## src/rtl/spmw_pkg.sv

```systemverilog
package spmw_pkg;

    typedef enum logic [2:0] {
        MODE_IDLE,
        MODE_LOCK,
        MODE_ERASE,
        MODE_WRITE,
        MODE_RWWEN
    } spm_mode_e;

    localparam logic [5:0] CODE_LOCK  = 6'b001001;
    localparam logic [5:0] CODE_ERASE = 6'b000011;
    localparam logic [5:0] CODE_WRITE = 6'b000101;
    localparam logic [5:0] CODE_RWWEN = 6'b010001;

    function automatic spm_mode_e decode_cmd(input logic [5:0] code);
        case (code)
            CODE_LOCK:  return MODE_LOCK;
            CODE_ERASE: return MODE_ERASE;
            CODE_WRITE: return MODE_WRITE;
            CODE_RWWEN: return MODE_RWWEN;
            default:    return MODE_IDLE;
        endcase
    endfunction

    function automatic logic [5:0] code_of(input spm_mode_e m);
        case (m)
            MODE_LOCK:  return CODE_LOCK;
            MODE_ERASE: return CODE_ERASE;
            MODE_WRITE: return CODE_WRITE;
            MODE_RWWEN: return CODE_RWWEN;
            default:    return 6'b000000;
        endcase
    endfunction

endpackage

```

## src/rtl/spmw_window.sv

```systemverilog
module spmw_window
    import spmw_pkg::*;
#(
    parameter int SPM_WIN = 4,
    parameter int LPM_WIN = 3
) (
    input  logic       clk,
    input  logic       rst_n,
    input  logic       wr_en,
    input  logic [5:0] wr_code,
    input  logic       spm_strobe,
    input  logic       lock_taken,
    output spm_mode_e  mode,
    output logic       spm_ok,
    output logic       lpm_ok
);
    localparam int CW = $clog2(SPM_WIN + 1);
    localparam logic [CW-1:0] SPM_LAST = CW'(SPM_WIN - 1);
    localparam logic [CW-1:0] SPM_LIM  = CW'(SPM_WIN);
    localparam logic [CW-1:0] LPM_LIM  = CW'(LPM_WIN);

    typedef struct packed {
        spm_mode_e       mode;
        logic [CW-1:0]   cnt;
    } win_t;

    win_t win_d, win_q;

    assign mode   = win_q.mode;
    assign spm_ok = (win_q.mode != MODE_IDLE) && (win_q.cnt < SPM_LIM);
    assign lpm_ok = (win_q.mode == MODE_LOCK) && (win_q.cnt < LPM_LIM);

    always_comb begin
        win_d = win_q;
        if (wr_en) begin
            win_d.mode = decode_cmd(wr_code);
            win_d.cnt  = '0;
        end else if (win_q.mode != MODE_IDLE) begin
            if ((spm_strobe && spm_ok) || lock_taken || (win_q.cnt == SPM_LAST)) begin
                win_d.mode = MODE_IDLE;
                win_d.cnt  = '0;
            end else begin
                win_d.cnt = win_q.cnt + 1'b1;
            end
        end
    end

    always_ff @(posedge clk) begin
        if (!rst_n) begin
            win_q <= '{mode: MODE_IDLE, cnt: '0};
        end else begin
            win_q <= win_d;
        end
    end


    lpm_within_spm_chk: assert property (@(posedge clk) disable iff (!rst_n)
        lpm_ok |-> spm_ok);


    window_lapse_chk: assert property (@(posedge clk) disable iff (!rst_n)
        (win_q.mode != MODE_IDLE && !wr_en && win_q.cnt == SPM_LAST) |=> (win_q.mode == MODE_IDLE));


    restart_chk: assert property (@(posedge clk) disable iff (!rst_n)
        (wr_en && decode_cmd(wr_code) != MODE_IDLE) |=> (spm_ok && win_q.mode != MODE_IDLE));

endmodule

```

## src/rtl/spmw_lock.sv

```systemverilog
module spmw_lock #(
    parameter logic [3:0] BOOT_INIT = 4'hF,
    parameter logic [1:0] GEN_INIT  = 2'b11
) (
    input  logic       clk,
    input  logic       rst_n,
    input  logic       prog_en,
    input  logic [3:0] prog_mask,
    output logic [7:0] lock_byte
);
    typedef struct packed {
        logic [3:0] boot;
    } lock_t;

    lock_t lk_d, lk_q;

    always_comb begin
        lk_d = lk_q;
        if (prog_en) begin
            lk_d.boot = lk_q.boot & prog_mask;
        end
    end

    always_ff @(posedge clk) begin
        if (!rst_n) begin
            lk_q <= '{boot: BOOT_INIT};
        end else begin
            lk_q <= lk_d;
        end
    end

    assign lock_byte = {2'b11, lk_q.boot, GEN_INIT};


    lock_only_clears_chk: assert property (@(posedge clk) disable iff (!rst_n)
        1'b1 |=> ((lk_q.boot & ~$past(lk_q.boot)) == 4'b0000));


    lock_hold_chk: assert property (@(posedge clk) disable iff (!rst_n)
        !prog_en |=> $stable(lk_q.boot));

endmodule

```

## src/rtl/spmw_rww.sv

```systemverilog
module spmw_rww #(
    parameter int ZW = 16
) (
    input  logic          clk,
    input  logic          rst_n,
    input  logic          fire_prog,
    input  logic          prog_write,
    input  logic          fire_rwwen,
    input  logic [ZW-1:0] z_ptr,
    input  logic          flash_done,
    output logic          flash_req,
    output logic          flash_write,
    output logic [ZW-1:0] flash_addr,
    output logic          rww_busy
);
    typedef struct packed {
        logic          req;
        logic          wr;
        logic [ZW-1:0] addr;
        logic          busy;
        logic          active;
    } rww_t;

    rww_t st_d, st_q;

    always_comb begin
        st_d     = st_q;
        st_d.req = 1'b0;
        if (flash_done) begin
            st_d.active = 1'b0;
        end
        if (fire_prog) begin
            st_d.req    = 1'b1;
            st_d.wr     = prog_write;
            st_d.addr   = z_ptr;
            st_d.busy   = 1'b1;
            st_d.active = 1'b1;
        end
        if (fire_rwwen && !st_q.active) begin
            st_d.busy = 1'b0;
        end
    end

    always_ff @(posedge clk) begin
        if (!rst_n) begin
            st_q <= '0;
        end else begin
            st_q <= st_d;
        end
    end

    assign flash_req   = st_q.req;
    assign flash_write = st_q.wr;
    assign flash_addr  = st_q.addr;
    assign rww_busy    = st_q.busy;


    req_sets_busy_chk: assert property (@(posedge clk) disable iff (!rst_n)
        st_q.req |-> st_q.busy);


    busy_clear_idle_chk: assert property (@(posedge clk) disable iff (!rst_n)
        $fell(st_q.busy) |-> !$past(st_q.active));


    req_single_chk: assert property (@(posedge clk) disable iff (!rst_n)
        st_q.req |=> (!st_q.req || $past(fire_prog)));

endmodule

```

## src/rtl/spm_window_ctrl.sv

```systemverilog
module spm_window_ctrl
    import spmw_pkg::*;
#(
    parameter int          ZW        = 16,
    parameter int          SPM_WIN   = 4,
    parameter int          LPM_WIN   = 3,
    parameter logic [15:0] RWW_LIMIT = 16'h3800,
    parameter logic [3:0]  BOOT_INIT = 4'hF,
    parameter logic [1:0]  GEN_INIT  = 2'b11
) (
    input  logic          clk,
    input  logic          rst_n,
    input  logic          reg_we,
    input  logic [7:0]    reg_wdata,
    output logic [7:0]    reg_rdata,
    input  logic          spm_strobe,
    input  logic          lpm_strobe,
    input  logic [ZW-1:0] z_ptr,
    input  logic [7:0]    r0_data,
    input  logic          eep_busy,
    output logic          flash_req,
    output logic          flash_write,
    output logic [ZW-1:0] flash_addr,
    input  logic          flash_done,
    output logic          rd_valid,
    output logic          rd_lock,
    output logic          rd_blocked,
    output logic [7:0]    rd_data
);
    localparam logic [ZW-1:0] LOCK_Z  = ZW'(1);
    localparam logic [ZW-1:0] RWW_TOP = ZW'(RWW_LIMIT);

    typedef struct packed {
        logic       valid;
        logic       lock;
        logic       blocked;
        logic [7:0] data;
    } rd_t;

    rd_t rd_d, rd_q;

    spm_mode_e  mode;
    logic       spm_ok, lpm_ok;
    logic       wr_en, spm_fire, lock_read, plain_read;
    logic       rww_busy;
    logic [7:0] lock_byte;
    logic       unused_bits;

    assign unused_bits = ^{reg_wdata[7:6], r0_data[7:6], r0_data[1:0]};

    assign wr_en      = reg_we && !eep_busy;
    assign spm_fire   = spm_strobe && spm_ok;
    assign lock_read  = lpm_strobe && lpm_ok && !eep_busy && (z_ptr == LOCK_Z);
    assign plain_read = lpm_strobe && !lock_read;

    spmw_window #(.SPM_WIN(SPM_WIN), .LPM_WIN(LPM_WIN)) i_window (
        .clk        (clk),
        .rst_n      (rst_n),
        .wr_en      (wr_en),
        .wr_code    (reg_wdata[5:0]),
        .spm_strobe (spm_strobe),
        .lock_taken (lock_read),
        .mode       (mode),
        .spm_ok     (spm_ok),
        .lpm_ok     (lpm_ok)
    );

    spmw_lock #(.BOOT_INIT(BOOT_INIT), .GEN_INIT(GEN_INIT)) i_lock (
        .clk       (clk),
        .rst_n     (rst_n),
        .prog_en   (spm_fire && mode == MODE_LOCK),
        .prog_mask (r0_data[5:2]),
        .lock_byte (lock_byte)
    );

    spmw_rww #(.ZW(ZW)) i_rww (
        .clk         (clk),
        .rst_n       (rst_n),
        .fire_prog   (spm_fire && (mode == MODE_ERASE || mode == MODE_WRITE)),
        .prog_write  (mode == MODE_WRITE),
        .fire_rwwen  (spm_fire && mode == MODE_RWWEN),
        .z_ptr       (z_ptr),
        .flash_done  (flash_done),
        .flash_req   (flash_req),
        .flash_write (flash_write),
        .flash_addr  (flash_addr),
        .rww_busy    (rww_busy)
    );

    always_comb begin
        rd_d         = '0;
        rd_d.valid   = lpm_strobe;
        rd_d.lock    = lock_read;
        rd_d.data    = lock_read ? lock_byte : 8'h00;
        rd_d.blocked = plain_read && rww_busy && (z_ptr < RWW_TOP);
    end

    always_ff @(posedge clk) begin
        if (!rst_n) begin
            rd_q <= '0;
        end else begin
            rd_q <= rd_d;
        end
    end

    assign reg_rdata  = {rww_busy, 1'b0, code_of(mode)};
    assign rd_valid   = rd_q.valid;
    assign rd_lock    = rd_q.lock;
    assign rd_blocked = rd_q.blocked;
    assign rd_data    = rd_q.data;


    no_lock_during_eep_chk: assert property (@(posedge clk) disable iff (!rst_n)
        rd_q.lock |-> !$past(eep_busy));


    blocked_needs_busy_chk: assert property (@(posedge clk) disable iff (!rst_n)
        rd_q.blocked |-> $past(rww_busy));


    lock_prog_no_req_chk: assert property (@(posedge clk) disable iff (!rst_n)
        (spm_fire && mode == MODE_LOCK) |=> !flash_req);


    read_kind_chk: assert property (@(posedge clk) disable iff (!rst_n)
        (rd_q.lock || rd_q.blocked) |-> (rd_q.valid && !(rd_q.lock && rd_q.blocked)));

endmodule

```

## config.mk

```make
export PLATFORM = sky130hd
export DESIGN_NAME = spm_window_ctrl
export DESIGN_NICKNAME = d
export VERILOG_FILES = /design/src/rtl/spmw_pkg.sv /design/src/rtl/spmw_window.sv /design/src/rtl/spmw_lock.sv /design/src/rtl/spmw_rww.sv /design/src/rtl/spm_window_ctrl.sv
export SDC_FILE = /design/constraint.sdc
export NUM_CORES = 1
export LEC_CHECK = 0
export CAP_MARGIN = 20
export CORE_ASPECT_RATIO = 1.1
export CORE_MARGIN = 2
export CORE_UTILIZATION = 43
export DETAILED_ROUTE_END_ITERATION = 8
export GPL_TIMING_DRIVEN = 1
export PLACE_DENSITY = 0.82
export SLEW_MARGIN = 10
export SYNTH_ARGS = -nofsm -noshare
export SYNTH_HDL_FRONTEND = slang
export SYNTH_HIERARCHICAL = 1
export SYNTH_SLANG_ARGS = --single-unit
```

## constraint.sdc

```tcl
create_clock -name clk -period 2.5 [get_ports clk]
set_input_delay 0.375 -clock clk [delete_from_list [all_inputs] [get_ports clk]]
set_output_delay 0.375 -clock clk [all_outputs]
set_load 0.03 [all_outputs]
```

==> impl_metrics.csv, run 1 <==
group,metric,value,unit
power_and_ir_drop,pwr-share-clk,39.4,%
yosys,seq_area_frac_synth,42.5,%
global_route,antenna_found_initial,0,
place,place.detailed.hpwl,3.05,mm
timing,layout_min_cycle_time,2.46,ns
routing,antenna_left,0,
timing,fin_crit_sh,98.2,%
layout,final_nets,302,
critical_path,required,2.68,ns
timing,hold_violations,0,
critical_path,worstPathArrival,2.64,ns
layout,multiInputGateArea,905,um^2
layout,register_area,822,um^2
timing,setup_violations,0,
yosys,async_flop_share,0,%
global_route,grt_pass1_vias,1372,
layout,area_growth,42.7,%
critical_path,start_kind,"input port",
die,row_count,25,
routing,vias_per_cell,4.71,
global_route,grt_max_degree,21,
yosys,synth_edf_count,0,
layout,n_fill_cell,371,
global_route,gr-total-overflow,0,
place,place_ws,-0.297,ns
yosys,synth_ff_type,"dfxtp_1",
power_and_ir_drop,swShare,20.2,%
layout,stdcell_count,315,
power_and_ir_drop,p_seq_share,51.4,%
die,io_pins,76,
routing,drtIter0Drc,71,
critical_path,crit_path_max_fanout,3,
routing,dr.pass1.iters,4,
yosys,syn_inst,192,
yosys,netlist_area,1930,um^2
layout,num_antenna_cells,0,
die,coreArea,4320,um^2
yosys,ys_warn_count,6,
place,portBuffers,67,
global_route,track_usage,15.8,%
clock_network,clockBufferDepth,2,
die,start_util,44.8,%
yosys,synth_cell_types,41,
clock_network,insertion_delay,0.29,ns
timing,fmax,407,MHz
timing,rsz0062_at_grt,"true",
place,place_inst,307,
global_route,grt_first_pass_wirelength,5.99,mm
layout,post-route-util,63.9,%
place,gp_congestion,0.752,
clock_network,cts_tree,"yes",
power_and_ir_drop,p_leak,0.00108,uW
power_and_ir_drop,power_density,462,nW/um^2
routing,wl_per_cell,12.3,um
critical_path,crit_type,"in2reg",
die,fp.dieH,74.3,um
layout,drive_gt1_share,18.0,%
clock_network,cts_sinks,41,
power_and_ir_drop,netSwitchingPower,257,uW
routing,vias,1483,
run_status,status,"finished clean",
power_and_ir_drop,p_int,1020,uW
clock_network,h-tree-depth,2,
timing,setup_ws,0.0447,ns
routing,route.detailed.drc,0,
power_and_ir_drop,ir_drop,384,uV
clock_network,ctsHoldBuffers,0,
timing,clock_skew,0.00419,ns
yosys,syn_avg_cell_area,10.1,um^2
critical_path,crit_path_end_kind,"flop",
worst_hold_path,holdCritPathClass,"in2reg",
clock_network,numCtsBuffers,5,
die,die_area,5050,um^2
run,maxCapViolations,0,
timing,fin_hold_ws,0.414,ns
power_and_ir_drop,power_frac_comb,9.3,%
routing,wl,3.86,mm
die,dieWidth,67.9,um
clock_network,cts_root_buffer,"clkbuf_8",
yosys,ys_seq_elements,41,
timing,final_max_slew_viol_count,0,
clock_network,cts.reportedPaths.clkPinSlew,0.07,ns
power by group through the flow:
stage	clock [uW]	sequential, uW	combinational (uW)
4_1_cts	518	654	117
5_1_grt	539	654	127
3_3_place_gp	0	669	115
6_report	502	654	118
2_1_floorplan	0	671	38.9
3_5_place_dp	0	669	117
logic make-up after synthesis:
family,synth area share [%]
compound gates,5.31
other cells,0.389
buf+inv,13.0
mux,8.81
simple gates,27.3
xor+xnor,1.36
fa+ha+maj,1.30
flops,42.5
flip-flops by register name, summed over array words and instances (netlist names):
register	flops
i_rww/flash_write	1
rd_data	8
rd_blocked	1
i_window/mode	3
i_rww/flash_addr	16
rd_valid	1
i_lock/lk_q	4
i_rww/st_q	1
i_window/win_q	3
i_rww/rww_busy	1
rd_lock	1
i_rww/flash_req	1
layer usage:
metal	routed length (um)	share of wire, %	GRT usage (%)
met5	0	0	0
met1	1570	41	16.8
met2	2100	54	30.3
met4	27	0.70	5.11
met3	170	4.4	3.78
per-stage QoR:
stage          power, uW  TNS [ns]  cell area [um^2]
6_report            1270         0              2760
5_1_grt             1320   -0.0260              2760
4_1_cts             1290         0              2720
3_5_place_dp         786    -0.869              2610
3_3_place_gp         785    -0.846              2610
2_1_floorplan        710         0              1950
layout by cell type (no fill, tap or decap), types with 2 or more instances in the layout:
| cell | count |
|---|---|
| a32o_2 | 2 |
| and2_1 | 3 |
| and3_1 | 11 |
| buf_4 | 21 |
| clkbuf_8 | 5 |
| clkdlybuf4s50_1 | 65 |
| conb_1 | 6 |
| dfxtp_1 | 40 |
| dlymetal6s2s_1 | 2 |
| ha_1 | 2 |
| inv_1 | 7 |
| mux2i_1 | 17 |
| nand2_1 | 2 |
| nand3_1 | 4 |
| nand4b_1 | 3 |
| nor2_1 | 9 |
| nor2b_1 | 23 |
| o21ai_1 | 4 |
| o31ai_1 | 2 |
| or4_4 | 2 |
| or4b_4 | 2 |
| xnor2_1 | 3 |
final cells by class:
| class | instances | area share [%] |
|---|---|---|
| inverters | 7 | 0.953 |
| clock buffers | 5 | 2.50 |
| well taps | 54 | 2.45 |
| flip-flops and latches | 41 | 29.8 |
| repair buffers | 88 | 30.2 |
| clock inverters | 2 | 1.27 |
| multi-input cells | 118 | 32.8 |
synth_stat cells, types with 2 or more instances:
| cell type | instances | area, um^2 |
|---|---|---|
| o31ai_1 | 2 | 15.0 |
| clkbuf_1 | 2 | 7.51 |
| or4_1 | 2 | 15.0 |
| and2_1 | 3 | 18.8 |
| nor2b_1 | 23 | 144 |
| and3_1 | 11 | 68.8 |
| nand2_1 | 2 | 7.51 |
| buf_4 | 26 | 195 |
| nor2_1 | 11 | 41.3 |
| dfxtp_1 | 41 | 821 |
| conb_1 | 2 | 7.51 |
| xnor2_1 | 3 | 26.3 |
| inv_1 | 7 | 26.3 |
| mux2i_1 | 17 | 170 |
| buf_6 | 2 | 22.5 |
| a21oi_1 | 2 | 10.0 |
| ha_1 | 2 | 25.0 |
| a32o_2 | 2 | 22.5 |
| o21ai_1 | 4 | 20.0 |
| nand4b_1 | 3 | 26.3 |
| nor4b_2 | 2 | 30.0 |
| nand3_1 | 4 | 20.0 |
critical path, cell delays in order:
cell	delay, ns
clkdlybuf4s50_1	0.44
or4b_4	0.51
or4_4	0.57
nor4b_4	0.27
nor2_4	0.08
and2_4	0.14
a32o_2	0.25
timing repair:
item                                    CTS  global route
buffers inserted                          0             1
resized for setup                         0             9
endpoints found under the setup margin    0             2
path summary, 6_finish.rpt:
path | from | end | slack [ns] | depth (start not counted)
worst min register to register | i_lock/lk_q[0] | i_lock/lk_q[0] | 0.45 | 2
worst max-delay path | z_ptr[5] | i_window/mode[1] | 0.04 | 7
worst min-delay path | z_ptr[3] | i_rww/flash_addr[3] | 0.41 | 3
worst max register to register | i_window/mode[1] | i_window/mode[1] | 0.08 | 9
Note: power is estimated with default switching activity, not from simulation.
==> inputs of run 2 (changes only) <==
Settings changed: GPL_TIMING_DRIVEN 1 to 0.
==> run 2 against run 1 <==
The flow now finishes with violations (negative setup slack). Worst setup slack worse by 0.049 ns. Cell count rose by 4.1%. First-iteration DRC count is 13% lower. Combinational power is essentially flat. Critical path depth stayed put. Wire length rose by 2.7%. Die area stayed put. Clock-buffer cell count unchanged. Critical endpoint is now i_window/mode[0]. Largest power group unchanged.
==> impl_metrics.csv, run 2 (same netlist as run 1, synthesis figures left out) <==
group,metric,value,unit
clock_network,insertion_delay,0.29,ns
global_route,grt_first_pass_wirelength,6.12,mm
layout,layout_common_cells,"67 x clkdlybuf4s50_1, 38 x dfxtp_1, 29 x buf_4",
critical_path,start_kind,"input port",
global_route,grt_pass1_vias,1412,
die,die_area,5050,um^2
global_route,antenna_found_initial,0,
power_and_ir_drop,pwr-share-clk,44.8,%
critical_path,reg2reg_to,"i_window/mode[0]",
clock_network,cts_sinks,41,
timing,setup_violations,1,
critical_path,crit_type,"in2reg",
routing,route.detailed.drc,0,
power_and_ir_drop,swShare,19.5,%
place,place_ws,-0.392,ns
layout,area_growth,48.5,%
timing,hold_violations,0,
layout,drive_gt1_share,21.5,%
power_and_ir_drop,finalPower,1390,uW
critical_path,r2r_start,"i_window/mode[1]",
worst_hold_path,holdPathStages,2,
clock_network,ctsHoldBuffers,0,
critical_path,required,2.69,ns
timing,final_max_slew_viol_count,0,
critical_path,crit_path_end_kind,"flop",
timing,max_slew.worst_pin.slew,0.890,ns
layout,largest_reg_flops,16,
layout,post-route-util,66.5,%
routing,wl,3.97,mm
global_route,track_usage,16.5,%
worst_hold_path,min_from,"i_lock/lk_q[1]",
layout,num_antenna_cells,0,
power_and_ir_drop,ir_drop,326,uV
place,place.detailed.hpwl,3.07,mm
power_and_ir_drop,power_density,485,nW/um^2
power_and_ir_drop,netSwitchingPower,272,uW
routing,wl_per_cell,12.1,um
routing,vias_per_cell,4.67,
power_and_ir_drop,p_seq_share,46.9,%
power_and_ir_drop,p_leak,0.00114,uW
routing,vias,1531,
layout,n_fill_cell,365,
timing,slew_headroom,40.1,%
routing,antenna_left,0,
run,maxCapViolations,0,
die,coreArea,4320,um^2
clock_network,cts_root_buffer,"clkbuf_8",
layout,layout_commonest_cell,"clkdlybuf4s50_1",
run_status,violations,"negative setup slack",
critical_path,r2r_cells,9,
timing,clock_skew,0.00622,ns
routing,drtIter0Drc,62,
timing,fmax,399,MHz
power_and_ir_drop,power_frac_comb,8.3,%
global_route,gr-total-overflow,0,
critical_path,crit_path_max_fanout,3,
place,gp_congestion,0.801,
die,io_pins,76,
timing,setup_ws,-0.00462,ns
routing,dr.pass1.iters,4,
layout,final_nets,314,
run_status,status,"finished, violations left",
clock_network,cts.reportedPaths.clkPinSlew,0.08,ns
timing,layout_min_cycle_time,2.50,ns
die,dieWidth,67.9,um
place,portBuffers,67,
global_route,grt_max_degree,14,
layout,stdcell_area,2870,um^2
worst_hold_path,whs_endpoint,"i_lock/lk_q[1]",
die,fp.dieH,74.3,um
die,row_count,25,
clock_network,clockBufferDepth,2,
worst_hold_path,holdCritPathClass,"reg2reg",
place,placed_area,2690,um^2
power_and_ir_drop,p_int,1120,uW
clock_network,h-tree-depth,2,
critical_path,worstPathArrival,2.69,ns
timing,fin_setup_tns,-0.00462,ns
clock_network,numCtsBuffers,5,
timing,rsz0062_at_grt,"true",
timing,fin_crit_sh,100,%
clock_network,cts_tree,"yes",
critical_path,ff2ff_setup_slack,0.03,ns
die,start_util,44.8,%
## run 2: per-stage QoR
stage,hold WS [ns],cells
after global placement,0.432,317
after CTS,0.454,326
after global routing,0.470,328
final,0.450,328
after floorplan,0.419,196
after detailed placement,0.441,317
## run 2: how the worst max path moves through the flow
| stage | endpoint | cells past startpoint | from | slack [ns] |
|---|---|---|---|---|
| final | i_window/mode[0] | 7 | z_ptr[2] | -0.005 |
| after global routing | i_window/mode[0] | 9 | i_window/mode[1] | -0.06 |
| after CTS | i_window/mode[0] | 7 | z_ptr[3] | 0.01 |
| after detailed placement | i_window/mode[0] | 7 | z_ptr[7] | -0.39 |
| after global placement | i_window/mode[0] | 7 | z_ptr[3] | -0.39 |
| after floorplan | i_window/mode[0] | 9 | i_window/mode[1] | 0.17 |
## run 2: worst max-delay path: stages
cell and delay, ns:
clkdlybuf4s50_1 0.43, or4b_4 0.56, or4_4 0.58, nor4b_4 0.27
nor2_2 0.09, and2_4 0.15, a32o_2 0.25
## run 2: routing by layer
| metal | up-vias | wire length, um | track usage (%) |
|---|---|---|---|
| li1 | 784 | - | - |
| met1 | 705 | 1630 | 17.7 |
| met2 | 38 | 2090 | 28.9 |
| met3 | 4 | 198 | 5.45 |
| met4 | 0 | 48 | 8.22 |
| met5 | - | 0 | 0 |
## run 2: area by class of cell
type	instances	area (um^2)	area share, %
flip-flops and latches	41	827	28.8
plain buffers	30	225	7.85
repair buffers	70	693	24.2
clock inverters	3	65.1	2.27
inverters	7	26.3	0.916
multi-input cells	118	896	31.2
well taps	54	67.6	2.35
clock buffers	5	68.8	2.40
## run 2: what timing repair did
| item | 4_1_cts | 5_1_grt |
|---|---|---|
| endpoints found under the setup margin | 2 | 6 |
| buffers inserted | 1 | 2 |
| resized for setup | 4 | 5 |
| pin swaps | 0 | 1 |
## run 2: power by group through the flow
stage | Sequential [uW] | Clock, uW | Combinational, uW
floorplan | 671 | 0 | 38.9
global placement | 669 | 0 | 111
detailed placement | 669 | 0 | 112
CTS | 654 | 637 | 114
global route | 653 | 665 | 123
finish | 653 | 623 | 115
==> inputs of run 3 (changes only) <==
Settings changed: TNS_END_PERCENT set to 20.
==> run 3 against run 2 <==
First-iteration DRC count up 15%. Clock power about the same. Wire length down 1.2%. Critical path depth unchanged. Clock-buffer cell count unchanged. Non-clock buffer count down 2. Flip-flop and latch count unchanged. Die area unchanged. The flow still finishes with violations (negative setup slack). Fmax down 0.83%. Cell count down 0.61%.
==> impl_metrics.csv, run 3 (same netlist as run 1, synthesis figures left out) <==
group,metric,value,unit
die,dieWidth,67.9,um
power_and_ir_drop,ir_drop,330,uV
die,row_count,25,
die,io_pins,76,
layout,largest_reg_flops,16,
routing,dr.pass1.iters,4,
timing,final_max_slew_viol_count,0,
layout,drive_gt1_share,20.6,%
routing,wl_per_cell,12.0,um
timing,setup_ws,-0.0257,ns
layout,stdcell_count,326,
clock_network,cts_root_buffer,"clkbuf_8",
layout,layout_common_cells,"65 x clkdlybuf4s50_1, 38 x dfxtp_1, 27 x buf_4",
timing,slew_headroom,39.9,%
global_route,grt_first_pass_wirelength,6.04,mm
run,maxCapViolations,0,
global_route,gr-total-overflow,0,
layout,register_area,825,um^2
timing,fin_crit_sh,101,%
routing,vias,1522,
layout,final_nets,312,
global_route,track_usage,16.3,%
worst_hold_path,holdCritPathClass,"reg2reg",
critical_path,required,2.68,ns
power_and_ir_drop,power_density,488,nW/um^2
die,coreArea,4320,um^2
place,place_inst,317,
routing,drtIter0Drc,71,
clock_network,h-tree-depth,2,
die,start_util,44.8,%
timing,setup_violations,2,
critical_path,r2r_start,"i_window/mode[1]",
layout,multiInputGateArea,893,um^2
run_status,violations,"negative setup slack",
clock_network,numCtsBuffers,5,
layout,num_antenna_cells,0,
run_status,status,"finished, violations left",
routing,antenna_left,0,
timing,fmax,396,MHz
critical_path,critPathLaunch,"z_ptr[0]",
global_route,grt_pass1_vias,1401,
power_and_ir_drop,finalPower,1390,uW
die,fp.dieH,74.3,um
timing,rsz0062_at_grt,"true",
critical_path,worstPathArrival,2.71,ns
layout,layout_commonest_cell,"clkdlybuf4s50_1",
timing,layout_min_cycle_time,2.53,ns
clock_network,insertion_delay,0.29,ns
routing,route.detailed.drc,0,
critical_path,crit_slowest_cell,"or4_4",
place,place.detailed.hpwl,3.07,mm
routing,wl,3.92,mm
critical_path,cpPeakStageDelay,0.58,ns
global_route,grt_max_degree,14,
timing,max_slew.worst_pin.slew,0.893,ns
layout,n_fill_cell,368,
critical_path,crit_type,"in2reg",
critical_path,crit_path_max_fanout,3,
critical_path,worstPathCellList,"clkdlybuf4s50_1, or4b_4, or4_4, nor4b_4, nor2_2, and2_4, a32o_2",
critical_path,worst-path-buf-inv,1,
clock_network,cts_tree,"yes",
place,gp_congestion,0.801,
timing,hold_violations,0,
clock_network,clockBufferDepth,2,
clock_network,ctsHoldBuffers,0,
critical_path,critical_path.top_delay_family,"simple AND/OR/NAND/NOR gates",
routing,vias_per_cell,4.67,
place,portBuffers,67,
die,die_area,5050,um^2
critical_path,crit_path_end_kind,"flop",
clock_network,cts.reportedPaths.clkPinSlew,0.08,ns
global_route,antenna_found_initial,0,
clock_network,cts_sinks,41,
timing,fin_setup_tns,-0.0480,ns
critical_path,start_kind,"input port",
layout,area_growth,47.3,%
power_and_ir_drop,p_leak,0.00113,uW
timing,clock_skew,0.00502,ns
worst_hold_path,min_from,"i_lock/lk_q[1]",
-- run 3: report_power, final --
part	switching (uW)	internal (uW)	total, uW
Clock	227	397	623
Combinational	44.4	68.5	113
Sequential	0.565	653	654
-- run 3: per-layer routing --
layer	share of wire [%]	GRT usage, %	up-vias
li1	-	-	780
met1	41	17.6	702
met2	53	28.2	36
met3	4.7	5.45	4
met4	1.2	8.22	0
met5	0	0	-
-- run 3: cell type report --
class / count / share of cell area, %
Inverter: 7 / 0.923
Tap cell: 54 / 2.37
Clock buffer: 5 / 2.42
Buffer: 30 / 7.91
Multi-Input combinational cell: 118 / 31.4
Timing Repair Buffer: 68 / 23.7
Clock inverter: 3 / 2.29
Sequential cell: 41 / 29.0
-- run 3: worst paths after layout --
path,endpoint,slack (ns),depth (start not counted)
max,i_window/mode[0],-0.03,7
min,i_lock/lk_q[1],0.45,2
max reg2reg,i_window/mode[0],0,9
min reg2reg,i_lock/lk_q[1],0.45,2
-- run 3: metrics by stage --
step	hold WS, ns	instance area (um^2)	util [%]	setup slack (ns)
2_1_floorplan	0.419	1950	-	0.166
3_3_place_gp	0.432	2690	62.2	-0.386
3_5_place_dp	0.441	2690	62.2	-0.392
4_1_cts	0.454	2840	65.7	0.00345
5_1_grt	0.470	2850	65.9	-0.115
6_report	0.451	2850	65.9	-0.0257
-- run 3: worst min-delay path: stages (launching register included) --
cell and delay, ns:
dfxtp_1 0.31, inv_1 0.05, o21ai_1 0.05
-- run 3: repair_timing --
item,in CTS,in global routing
cloned,0,0
endpoints found under the setup margin,2,2
pin swaps,0,2
setup buffers,0,1
gates resized for setup,7,2
